$ cat src/rtl/tpq_pkg.sv
package tpq_pkg;
  parameter int CNT_W       = 14; // counter stages
  parameter int WIPE_BIT    = 7;  // bit whose high level requests a wipe
  parameter int SAMPLE_BIT  = 6;  // rising edge of this bit samples the pad
  parameter int ALARM_LO    = 11; // lowest of the alarm-range bits
  parameter int TONE_BIT    = 3;  // tone source bit
  parameter int SYNC_STAGES = 2;  // pad synchronizer depth
endpackage

$ cat src/rtl/tpq_sync.sv
module tpq_sync #(
  parameter int STAGES = 2,
  parameter bit RST_VAL = 1'b1
) (
  input  logic clk,
  input  logic rst,
  input  logic d,
  output logic q
);
  logic [STAGES-1:0] chain;

  generate
    if (STAGES == 1) begin : g_one
      always_ff @(posedge clk) begin
        if (rst) chain <= RST_VAL;
        else     chain <= d;
      end
    end else begin : g_many
      always_ff @(posedge clk) begin
        if (rst) chain <= {STAGES{RST_VAL}};
        else     chain <= {chain[STAGES-2:0], d};
      end
    end
  endgenerate

  assign q = chain[STAGES-1];
endmodule

$ cat src/rtl/tpq_counter.sv
module tpq_counter #(
  parameter int W = 14,
  parameter int WIPE_BIT = 7
) (
  input  logic         clk,
  input  logic         rst,
  input  logic         tick,
  input  logic         idle_flag, // 1 = no contact sampled
  input  logic         hi_any,    // alarm range reached
  output logic [W-1:0] cnt
);
  logic wipe;

  assign wipe = cnt[WIPE_BIT] & idle_flag & ~hi_any;

  always_ff @(posedge clk) begin
    if (rst)       cnt <= '0;
    else if (wipe) cnt <= '0;
    else if (tick) cnt <= cnt + 1'b1;
  end
endmodule

$ cat src/rtl/tpq_sampler.sv
module tpq_sampler (
  input  logic clk,
  input  logic rst,
  input  logic tap,    // sampling counter bit
  input  logic pad_s,  // synchronized pad level
  output logic flag
);
  logic tap_d;

  always_ff @(posedge clk) begin
    if (rst) begin
      tap_d <= 1'b0;
      flag  <= 1'b1;
    end else begin
      tap_d <= tap;
      if (tap && !tap_d) flag <= pad_s;
    end
  end
endmodule

$ cat src/rtl/tpq_alarm_out.sv
module tpq_alarm_out (
  input  logic clk,
  input  logic rst,
  input  logic hi_any,
  input  logic tone_src,
  output logic alarm,
  output logic tone
);
  always_ff @(posedge clk) begin
    if (rst) begin
      alarm <= 1'b0;
      tone  <= 1'b0;
    end else begin
      alarm <= hi_any;
      tone  <= hi_any & tone_src;
    end
  end
endmodule

$ cat src/rtl/touch_persist_qual.sv
module touch_persist_qual
  import tpq_pkg::*;
#(
  parameter int W        = CNT_W,
  parameter int WIPE_B   = WIPE_BIT,
  parameter int SAMP_B   = SAMPLE_BIT,
  parameter int ALARM_B  = ALARM_LO,
  parameter int TONE_B   = TONE_BIT,
  parameter int SYNC_N   = SYNC_STAGES
) (
  input  logic         clk,
  input  logic         rst,
  input  logic         tick_i,
  input  logic         pad_quiet_i,
  output logic [W-1:0] count_o,
  output logic         touch_flag_o,
  output logic         alarm_o,
  output logic         tone_o
);
  localparam int HI_N = W - ALARM_B;

  logic pad_s;
  logic hi_any;

  assign hi_any = |count_o[W-1 -: HI_N];

  tpq_sync #(.STAGES(SYNC_N), .RST_VAL(1'b1)) u_sync (
    .clk(clk), .rst(rst), .d(pad_quiet_i), .q(pad_s)
  );

  tpq_sampler u_samp (
    .clk(clk), .rst(rst), .tap(count_o[SAMP_B]), .pad_s(pad_s),
    .flag(touch_flag_o)
  );

  tpq_counter #(.W(W), .WIPE_BIT(WIPE_B)) u_cnt (
    .clk(clk), .rst(rst), .tick(tick_i), .idle_flag(touch_flag_o),
    .hi_any(hi_any), .cnt(count_o)
  );

  tpq_alarm_out u_out (
    .clk(clk), .rst(rst), .hi_any(hi_any), .tone_src(count_o[TONE_B]),
    .alarm(alarm_o), .tone(tone_o)
  );
endmodule

$ cat config.mk
export PLATFORM = sky130hd
export DESIGN_NAME = touch_persist_qual
export DESIGN_NICKNAME = d
export VERILOG_FILES = /design/src/rtl/tpq_pkg.sv /design/src/rtl/tpq_sync.sv /design/src/rtl/tpq_counter.sv /design/src/rtl/tpq_sampler.sv /design/src/rtl/tpq_alarm_out.sv /design/src/rtl/touch_persist_qual.sv
export SDC_FILE = /design/constraint.sdc
export NUM_CORES = 1
export LEC_CHECK = 0
export ABC_AREA = 1
export CAP_MARGIN = 40
export CORE_ASPECT_RATIO = 1.1
export CORE_UTILIZATION = 40
export CTS_CLUSTER_DIAMETER = 60
export DETAILED_ROUTE_END_ITERATION = 8
export HOLD_SLACK_MARGIN = 0.03
export MAX_ROUTING_LAYER = met4
export PLACE_DENSITY = 0.62
export SETUP_SLACK_MARGIN = 0.5
export SLEW_MARGIN = 10
export SYNTH_ARGS = -nofsm -noshare
export SYNTH_HDL_FRONTEND = slang
export SYNTH_SLANG_ARGS = --single-unit
export TNS_END_PERCENT = 30
$ cat constraint.sdc
create_clock -name clk -period 2.5 [get_ports clk]
set_input_delay 0.5 -clock clk [delete_from_list [all_inputs] [get_ports clk]]
set_output_delay 0.5 -clock clk [all_outputs]
set_load 0.1 [all_outputs]
* After elaboration in Yosys (flattened, before gate mapping)
Cells that the tools add are included.
** Cells by class
- Add/sub/neg operators :: 1
- Bitwise logic cells :: 4
- Reductions and logical operators :: 4
** Operators by type and width (number)
- $add A14 B1 Y14 const B :: 1
- $and A1 B1 Y1 :: 3
- $reduce_or A3 Y1 :: 1
- $reduce_or A2 Y1 :: 1
- $logic_and A1 B1 Y1 :: 1
- $logic_not A1 Y1 :: 1
- $not A1 Y1 :: 1
** Word-level totals
- Flip-flop bits (word level) :: 20
- Input bits :: 4
- Output and inout port bits :: 17
- Logic and storage cells :: 15

* Depth between registers and ports, before layout
Gate-level depths: netlist of the first run.
- Word-level depth :: 4
- Mapped depth :: 7
- Mapped depth without buffers :: 7

* Hierarchy
A second synthesis of the first run with hierarchy kept.
** Unflattened totals
- Cell total of the unflattened synthesis :: 127
- Area, all modules :: 929.6 µm²
** Modules (own cells, without submodules)
- tpq_counter :: instances 1, cells each 101, area each 729.4 µm², sequential area each 280.3 µm²
- tpq_sampler :: instances 1, cells each 10, area each 72.6 µm², sequential area each 40.0 µm²
- tpq_sync :: instances 1, cells each 7, area each 58.8 µm², sequential area each 40.0 µm²
- tpq_alarm_out :: instances 1, cells each 6, area each 57.6 µm², sequential area each 40.0 µm²
- touch_persist_qual :: instances 1, cells each 3, area each 11.3 µm², sequential area each 0.0 µm²

* Worst setup path after synthesis of the first run
OpenSTA, ideal clock, no wires.
- Path kind :: register -> register
- Start point :: register u_cnt.cnt[0]
- End point :: register u_cnt.cnt[12]
- Setup time :: 117 ps
- Arrival :: 1877 ps
- Required time :: 2383 ps
- Setup slack :: 506 ps
- Cell stages (with the launch flop) :: 7
- Path buffers :: 0
- Clock period less this slack :: 1994 ps
- Cells stage by stage :: dfxtp_1 -> ha_1 -> nand3_1 -> nor2_4 -> nand4_1 -> nand2_1 -> nor2_1
** Between the ends
- Word-level cells in the longest chain between the ends :: 1
** Ends and longest elaborated chain
- start, declared :: RTL line tpq_counter.sv:10 : output logic [W-1:0] cnt
- start signal, assigned :: RTL line tpq_counter.sv:19 : else if (tick) cnt <= cnt + 1'b1;
- $add A14 B1 Y14 :: RTL line tpq_counter.sv:19
Every way passes these cells.
A chain may end at the register's enable or synchronous reset.

* Worst setup path after layout of the first run
- Start point :: register u_cnt.cnt[7]
- End point :: output port count_o[7]
** RTL lines
- end, declared :: RTL line touch_persist_qual.sv:15 : output logic [W-1:0] count_o,
No word-level cell between the ends.

==> impl_results.md, run 1 <==
- Outcome: complete, no violations
- Mux cell area share after synthesis: 0%
- Core ar.: 2080 µm²
- Largest cells by area after synthesis: dfxtp_1 44%, nand2_1 10%, nor2_1 9.1%
- First-pass GRT wire length: 3.13 mm
- Post-synth EDFFs: 0
- Io pins: 21
- Sum of negative setup slack: 0 ps
- Distinct cells, synth: 19
- Crit Path Category: reg2out
- Startpoint types: register
- Setup violations, final: 0
- Worst-Margin Slew: 377 ps
- Upper clock frequency limit: 605 MHz
- Post-synth top cells: 25 x nand2_1, 22 x nor2_1, 20 x dfxtp_1
- Synthesized flop and latch total: 20
- Largest family of logic cells by synthesized area: simple AND/OR/NAND/NOR gates
- Xor/xnor share of the synthesized area: 3.85%
- Slowest-stage cell, CP: dfxtp_1
- Reg2Reg Setup Slack: 1200 ps
- CP top delay family: flip-flops
- Syn Std Cell Area: 911 µm²
- Count leader, synth: nand2_1
- Async SR Flop Fraction: 0%
- CTS H-tree depth: 1
- Hold slack final: 426 ps
- CP Depth: 1
- Total of warnings raised by yosys: 0
- Slew Limit Fails: 0
- Via density: 4.82
- Die Height: 52.1 µm
- Endpoint class of the critical path: output pin
- Worst rel slew slack: 74.8%
- Most used DFF post-synth: dfxtp_1
- Post-synth top area cell: dfxtp_1
- DRC: 0
- Crit path arrival time: 1150 ps
- Leakage: 0.473 nW
- Reg2reg end: u_cnt.cnt[10]
- TritonCTS clock tree: done
- Avg Inst Size Synth: 7.35 µm²
- PwrDens: 510 nW/µm²
- Critical Path RT: 2000 ps
- Seq/Total Area, Yosys: 44.0%
- Synth top area share: 44.0%
- Post-CTS Setup Bufs: 0
- P&R area growth vs syn: 22.7%
- Total track usage: 18.6%
- Root buffer cell: clkbuf_4
- Nets: 151
- Critical path's largest stage delay: 500 ps
- Synth Area in Compound Gates: 3.98%
- Endpoints failing hold: 0
- Hold worst-path end: u_sync.chain[1]
- Routed len/inst: 10.6 µm
- Number of port buffers: 20
- Worst-case clock buffer depth: 2
- Crit path buffers/inverters: 1
- Reg2Reg Depth: 7
- Initial Util: 43.7%
- Drt pass-1 iters: 2
- Reg-to-reg startpoint: u_cnt.cnt[0]
- Hold_sp: u_sync.chain[0]
- Synth Net Count: 129
- Detail Placement HPWL: 1.39 mm
- CTS Hold Bufs: 0
- Share of cells above drive strength 1: 19.3%
- RSZ-0062 raised after global routing: no
- Fill count: 219
- Via count: 833
- Die Footprint: 2470 µm²
- Post-layout util: 53.6%
- Worst-Skew Late Latency: 300 ps
- Fin Clk Skew: 3.26 ps
- Maximum VDD drop: 0.000303 V
- Initial antenna violation count: 0
- Fin area: 1120 µm²
- Clock sink total: 20
- Hold Path Class: reg2reg
- Placed cell area: 1080 µm²
- Simple-gate share of the synthesized area: 38.2%
- Gate count of the mapped netlist: 124
- Die X: 47.5 µm
- CTS Buf Count: 3
- Minimum clock period: 1650 ps
- Period utilisation layout: 66.1%
- CP Cell Sequence: buf_4
- Adder and majority gate portion of the synthesized area: 1.37%
- Hold path depth: 1
- Final wirelength: 1.83 mm
- FF/Latch Area: 400 µm²
- Antenna diodes: 0
- Post-CTS Resized: 0
- Antenna-violating nets left: 0
- Area of the multi-input gates: 432 µm²
- Gr ovfl total: 0
- # rows: 17
- Clk slew on worst S/H paths: 110 ps
- Max_cap viols: 0
- Largest net degree at the start of global routing: 12
- Placer Congestion: 0.807
- Max FO, Critical Path: 6
- Vias in the first global route: 764
- Iter 0 DRT Violations: 7
report_power, final:
| part | leakage [nW] | internal [mW] | total (mW) | switching (mW) |
|---|---|---|---|---|
| registers | 0.162 | 0.323 | 0.327 | 0.00404 |
| logic | 0.290 | 0.0149 | 0.0531 | 0.0382 |
| clock network | 0.0210 | 0.0889 | 0.189 | 0.100 |
layout make-up:
cell class / instances / share of cell area (%)
multi-input cells: 86 / 38.6
repair buffers: 20 / 14.1
inverters: 15 / 5.04
flip-flops and latches: 20 / 35.8
well taps: 28 / 3.14
clock buffers: 4 / 3.25
registers in the layout (all words and copies together) (netlist names):
signal / flops
u_out.tone: 1
u_cnt.cnt: 14
u_sync.chain: 2
u_samp.tap_d: 1
u_samp.flag: 1
u_out.alarm: 1
kinds of logic after synthesis:
family / Yosys count
xor gates and xnor gates: 4
buffers and inverters: 18
AOI/OAI and AO/OA: 7
DFF: 20
and+or+nand+nor: 74
adders and majority gates: 1
metrics by stage:
step           std cells  power, mW  setup WS [ps]
2_1_floorplan        124      0.374            506
3_3_place_gp         169      0.387            663
3_5_place_dp         169      0.388            642
4_1_cts              173      0.578            834
5_1_grt              173      0.595            813
6_report             173      0.570            847
how the worst max path moves through the flow:
stage | startpoint | slack [ps] | end
finish | u_cnt.cnt[7] | 850 | count_o[7]
global route | u_cnt.cnt[7] | 810 | count_o[7]
CTS | u_cnt.cnt[7] | 830 | count_o[7]
detailed placement | tick_i | 640 | u_cnt.cnt[13]
global placement | tick_i | 660 | u_cnt.cnt[13]
floorplan | u_cnt.cnt[0] | 510 | u_cnt.cnt[12]
cells in the final DEF, fill, tap and decap left out, types with 2 or more instances in the layout:
cell type | Yosys | final
a21oi_1 | 5 | 5
dfxtp_1 | 20 | 20
clkdlybuf4s50_1 | 0 | 3
buf_4 | 3 | 17
nor2_4 | 3 | 3
inv_1 | 15 | 15
xor2_1 | 2 | 2
nor2_1 | 22 | 22
nand2_1 | 25 | 25
nand4_1 | 5 | 5
nor3_1 | 4 | 4
xnor2_1 | 2 | 2
or2_2 | 2 | 2
nand3_1 | 10 | 10
clkbuf_4 | 0 | 3
metal layers:
layer	vias to the layer above	track usage [%]	share of wire, %
li1	432	-	-
met1	383	21.2	46
met2	14	30.1	49
met3	4	3.13	2.7
met4	0	10.0	1.9
met5	-	-	0
Note: power is estimated with default switching activity, not from simulation.
==> run 2, diff against run 1 <==
clock period = 1.72 ns   (was 2.5 ns; I/O delays follow)
==> run 2 against run 1 <==
Flip-flop and latch count unchanged. Non-clock buffer count increased by 5. First-iteration DRC count up 71%. Count of clock-buffer cells in the layout stayed put. Die area unchanged. Via count grew 6.4%. Largest power group unchanged. Highest routed layer unchanged.
==> impl_results.md, run 2 (synthesis gave the netlist of run 1 again) <==
- Clock sink total: 20
- Root buffer cell: clkbuf_4
- Largest registers: u_cnt.cnt x14, u_sync.chain x2
- Sum of negative setup slack: 0 ps
- Endpoint class of the critical path: output pin
- Crit Path Category: reg2out
- Via density: 4.95
- CTS Hold Bufs: 0
- Met2 wire length: 1.04 mm
- Die X: 47.5 µm
- Upper clock frequency limit: 802 MHz
- Max_cap viols: 0
- Slowest-stage cell, CP: dfxtp_4
- Worst-case clock buffer depth: 2
- Highest Signal Layer: met4
- Worst-Margin Slew: 330 ps
- Antenna-violating nets left: 0
- CP top delay family: flip-flops
- Routed len/inst: 11.6 µm
- Reg-to-reg startpoint: u_cnt.cnt[0]
- RSZ-0062 raised after global routing: yes
- Detail Placement HPWL: 1.48 mm
- Endpoints failing hold: 0
- Wire length on met1: 925 µm
- Number of port buffers: 20
- Drt pass-1 iters: 4
- Fin area: 1480 µm²
- Reg2reg end: u_cnt.cnt[10]
- Hold Path Class: reg2reg
- Total track usage: 19.0%
- Via count: 886
- CP Depth: 1
- Final wirelength: 2.07 mm
- Post-layout util: 71.0%
- Post-Place Setup Slack: 33.0 ps
- Commonest non-fill, non-tap cell in the layout: nand2_1
- Met3 WL: 75 µm
- Inst Count DP: 171
- TritonCTS clock tree: done
- Minimum clock period: 1250 ps
- Crit path arrival time: 900 ps
- Worst rel slew slack: 78.0%
- Period utilisation layout: 72.5%
- Worst-Skew Late Latency: 300 ps
- Crit path buffers/inverters: 1
- Max reg flops: 14
- Placed cell area: 1380 µm²
- Critical path's largest stage delay: 420 ps
- Critical Path RT: 1380 ps
- CP startpoint: u_cnt.cnt[7]
- Die Height: 52.1 µm
- Initial Util: 43.7%
- Slew Limit Fails: 0
- Placer Congestion: 0.759
- Share of cells above drive strength 1: 36.4%
- Antenna diodes: 0
- Final Non-Filler Cells: 179
- DRC: 0
- Setup violations, final: 0
- CTS H-tree depth: 1
- Fill count: 182
- Nets: 157
- Outcome: complete, no violations
- Reg2Reg Setup Slack: 530 ps
- Clk slew on worst S/H paths: 120 ps
- Die Footprint: 2470 µm²
- Largest Register: u_cnt.cnt
- Fin Clk Skew: 3.17 ps
- CP Cell Sequence: buf_12
- CTS Buf Count: 3
- Vias in the first global route: 755
- Worst setup margin: 473 ps
- Worst setup endpoint: count_o[7]
- Iter 0 DRT Violations: 12
- # rows: 17
- Largest net degree at the start of global routing: 13
- Core ar.: 2080 µm²
- First-pass GRT wire length: 3.18 mm
- Leakage: 0.566 nW
- Maximum VDD drop: 0.000586 V
- P&R area growth vs syn: 62.5%
- Most frequent cells in the layout: 23 x nand2_1, 22 x nor2_1, 17 x buf_12, 15 x inv_1, 15 x dfxtp_4
- Io pins: 21
- PwrDens: 596 nW/µm²
- Gr ovfl total: 0
- Reg2Reg Depth: 6
- Initial antenna violation count: 0
- Max FO, Critical Path: 6
- Startpoint types: register
[run 2: through the flow]
step / power [mW] / hold slack (ps)
finish: 0.882 / 434
global route: 0.920 / 471
CTS: 0.890 / 440
detailed placement: 0.570 / 406
global placement: 0.569 / 401
floorplan: 0.532 / 389
[run 2: power breakdown]
group	switching, mW	internal (mW)
combinational	0.0580	0.0381
clock	0.149	0.177
sequential	0.0100	0.450
total	0.217	0.665
[run 2: worst reg2reg max path, stage by stage, from the launching register on]
cell	delay, ps
dfxtp_4	410
ha_4	150
nand3_4	80
nor2_4	180
nand4_1	140
nand2_1	100
nor2_1	40
[run 2: final cells by class]
type / count / area [µm²] / area share, %
Timing Repair Buffer: 25 / 407 / 27.5
Clock buffer: 4 / 47.5 / 3.21
Tap cell: 28 / 35.0 / 2.37
Sequential cell: 20 / 457 / 30.9
Multi-Input combinational cell: 87 / 478 / 32.3
Inverter: 15 / 56.3 / 3.80
[run 2: routing by layer]
metal  vias up  track usage, %
met3         4            3.13
met4         0            8.57
met1       411            23.3
li1        449               -
met5         -               -
met2        22            29.7
[run 2: timing repair]
| action | CTS | global route |
|---|---|---|
| setup endpoints to repair | 20 | 22 |
| endpoints found under the hold margin | 0 | 0 |
| gates cloned | 0 | 1 |
| resized for setup | 5 | 4 |
| buffers inserted | 1 | 2 |
| pin swaps | 0 | 6 |
[run 2: how the worst min path moves through the flow]
stage                         start         endpoint  cells after the start
floorplan           u_sync.chain[0]  u_sync.chain[1]                      1
finish              u_sync.chain[0]  u_sync.chain[1]                      1
detailed placement  u_sync.chain[0]  u_sync.chain[1]                      1
global route        u_sync.chain[0]  u_sync.chain[1]                      1
global placement    u_sync.chain[0]  u_sync.chain[1]                      1
CTS                 u_sync.chain[0]  u_sync.chain[1]                      1
==> run 3, diff against run 2 <==
clock period = 1.3 ns   (was 1.72 ns; I/O delays follow)
==> run 3 against run 2 <==
Setup slack got worse by 390 ps. Power is 36% higher. Global-route usage grew 2.1 points. First-iteration DRC count decreased by 50%. Flip-flop and latch count stayed put. Largest cell class unchanged. Highest routed layer unchanged.
==> impl_results.md, run 3 (synthesis gave the netlist of run 1 again) <==
- Outcome: complete, no violations
- Hold_sp: u_sync.chain[0]
- Initial Util: 43.7%
- Slowest-stage cell, CP: dfxtp_2
- Worst rel slew slack: 80.0%
- Fill count: 148
- CTS H-tree depth: 1
- Crit Path Category: reg2out
- Power Total: 1.20 mW
- Fin area: 1640 µm²
- Max_cap viols: 0
- Share of cells above drive strength 1: 44.7%
- Core ar.: 2080 µm²
- Critical Path RT: 1040 ps
- CTS Buf Count: 3
- TritonCTS clock tree: done
- Reg-to-reg startpoint: u_cnt.cnt[1]
- Hold slack final: 442 ps
- Worst-case clock buffer depth: 2
- Upper clock frequency limit: 819 MHz
- Gr ovfl total: 0
- Via density: 4.91
- Io pins: 21
- Minimum clock period: 1220 ps
- Reg2Reg Depth: 7
- Fin Clk Skew: 1.85 ps
- Most frequent cells in the layout: 21 x nand2_1, 20 x nor2_1, 18 x buf_12, 14 x inv_1, 14 x dfxtp_4
- Iter 0 DRT Violations: 6
- Inst Count DP: 174
- Critical path's largest stage delay: 370 ps
- DRC: 0
- Root buffer cell: clkbuf_4
- Clk slew on worst S/H paths: 120 ps
- Placed cell area: 1410 µm²
- Setup violations, final: 0
- Maximum VDD drop: 0.000706 V
- Largest registers: u_cnt.cnt x14, u_sync.chain x2
- Leakage: 0.647 nW
- RSZ-0062 raised after global routing: yes
- Routed len/inst: 12.2 µm
- Endpoint class of the critical path: output pin
- Drt pass-1 iters: 4
- Worst-Skew Late Latency: 310 ps
- Antenna diodes: 0
- Post-Place Setup Slack: -222 ps
- Final Non-Filler Cells: 189
- Crit path arrival time: 960 ps
- CP startpoint: u_cnt.cnt[3]
- Largest net degree at the start of global routing: 13
- Antenna-violating nets left: 0
- Worst setup margin: 79.5 ps
- Worst-Margin Slew: 300 ps
- First-pass GRT wire length: 3.59 mm
- P&R area growth vs syn: 80.1%
- Largest Register: u_cnt.cnt
- Max FO, Critical Path: 2
- # rows: 17
- CTS Hold Bufs: 0
- Die Height: 52.1 µm
- Max reg flops: 14
- Total track usage: 21.1%
- FF/Latch Area: 454 µm²
- Slew Limit Fails: 0
- Die X: 47.5 µm
- Vias in the first global route: 855
- Placer Congestion: 0.772
- Final wirelength: 2.31 mm
- Commonest non-fill, non-tap cell in the layout: nand2_1
- Clock sink total: 20
- PwrDens: 730 nW/µm²
- Hold Path Class: reg2reg
- CP Cell Sequence: buf_6 > buf_12
- Startpoint types: register
- Number of port buffers: 20
- Endpoints failing hold: 0
- Nets: 167
- Detail Placement HPWL: 1.47 mm
- Via count: 928
- Area of the multi-input gates: 528 µm²
- Initial antenna violation count: 0
- Period utilisation layout: 93.9%
- Die Footprint: 2470 µm²
- Hold path depth: 1
[run 3: cell types whose count changed in the layout (fill, tap and decap cells not counted), sizes merged]
cell / previous run / this run
buf: 22 / 32
[run 3: stage by stage]
stage	setup TNS (ps)	utilization (%)
5_1_grt	0	78.7
2_1_floorplan	-2.88	-
3_3_place_gp	-1530	67.4
4_1_cts	0	74.5
6_report	0	78.7
3_5_place_dp	-1680	67.4
[run 3: what timing repair did]
item | in CTS | in global routing
gates resized for setup | 12 | 15
setup endpoints to repair | 36 | 36
cloned | 1 | 0
pin swaps | 6 | 15
buffers inserted | 5 | 5
[run 3: cell type report]
class	count	area share, %
Multi-Input combinational cell	87	32.2
Inverter	15	3.59
Clock buffer	4	2.90
Tap cell	28	2.14
Timing Repair Buffer	35	31.5
Sequential cell	20	27.7
[run 3: power breakdown]
group	switching (mW)	internal, mW
Combinational	0.0828	0.0608
Clock	0.206	0.235
Sequential	0.0163	0.597
Total	0.305	0.893
[run 3: worst paths after layout]
check,endpoint,slack (ps)
worst max register to register,u_cnt.cnt[10],90
worst min register to register,u_sync.chain[1],440
worst min-delay path,u_sync.chain[1],440
worst max-delay path,count_o[3],80
[run 3: critical path: cells and delay by family (launching register included)]
kind | cells | cell delay [ps]
buffers and inverters | 2 | 270
DFF | 1 | 370
[run 3: metal layers]
metal	GRT usage, %	wire length (µm)	share of wire, %
met5	-	0	0
met4	10.5	43	1.9
met3	3.13	76	3.3
met2	32.4	1220	53
met1	26.3	970	42
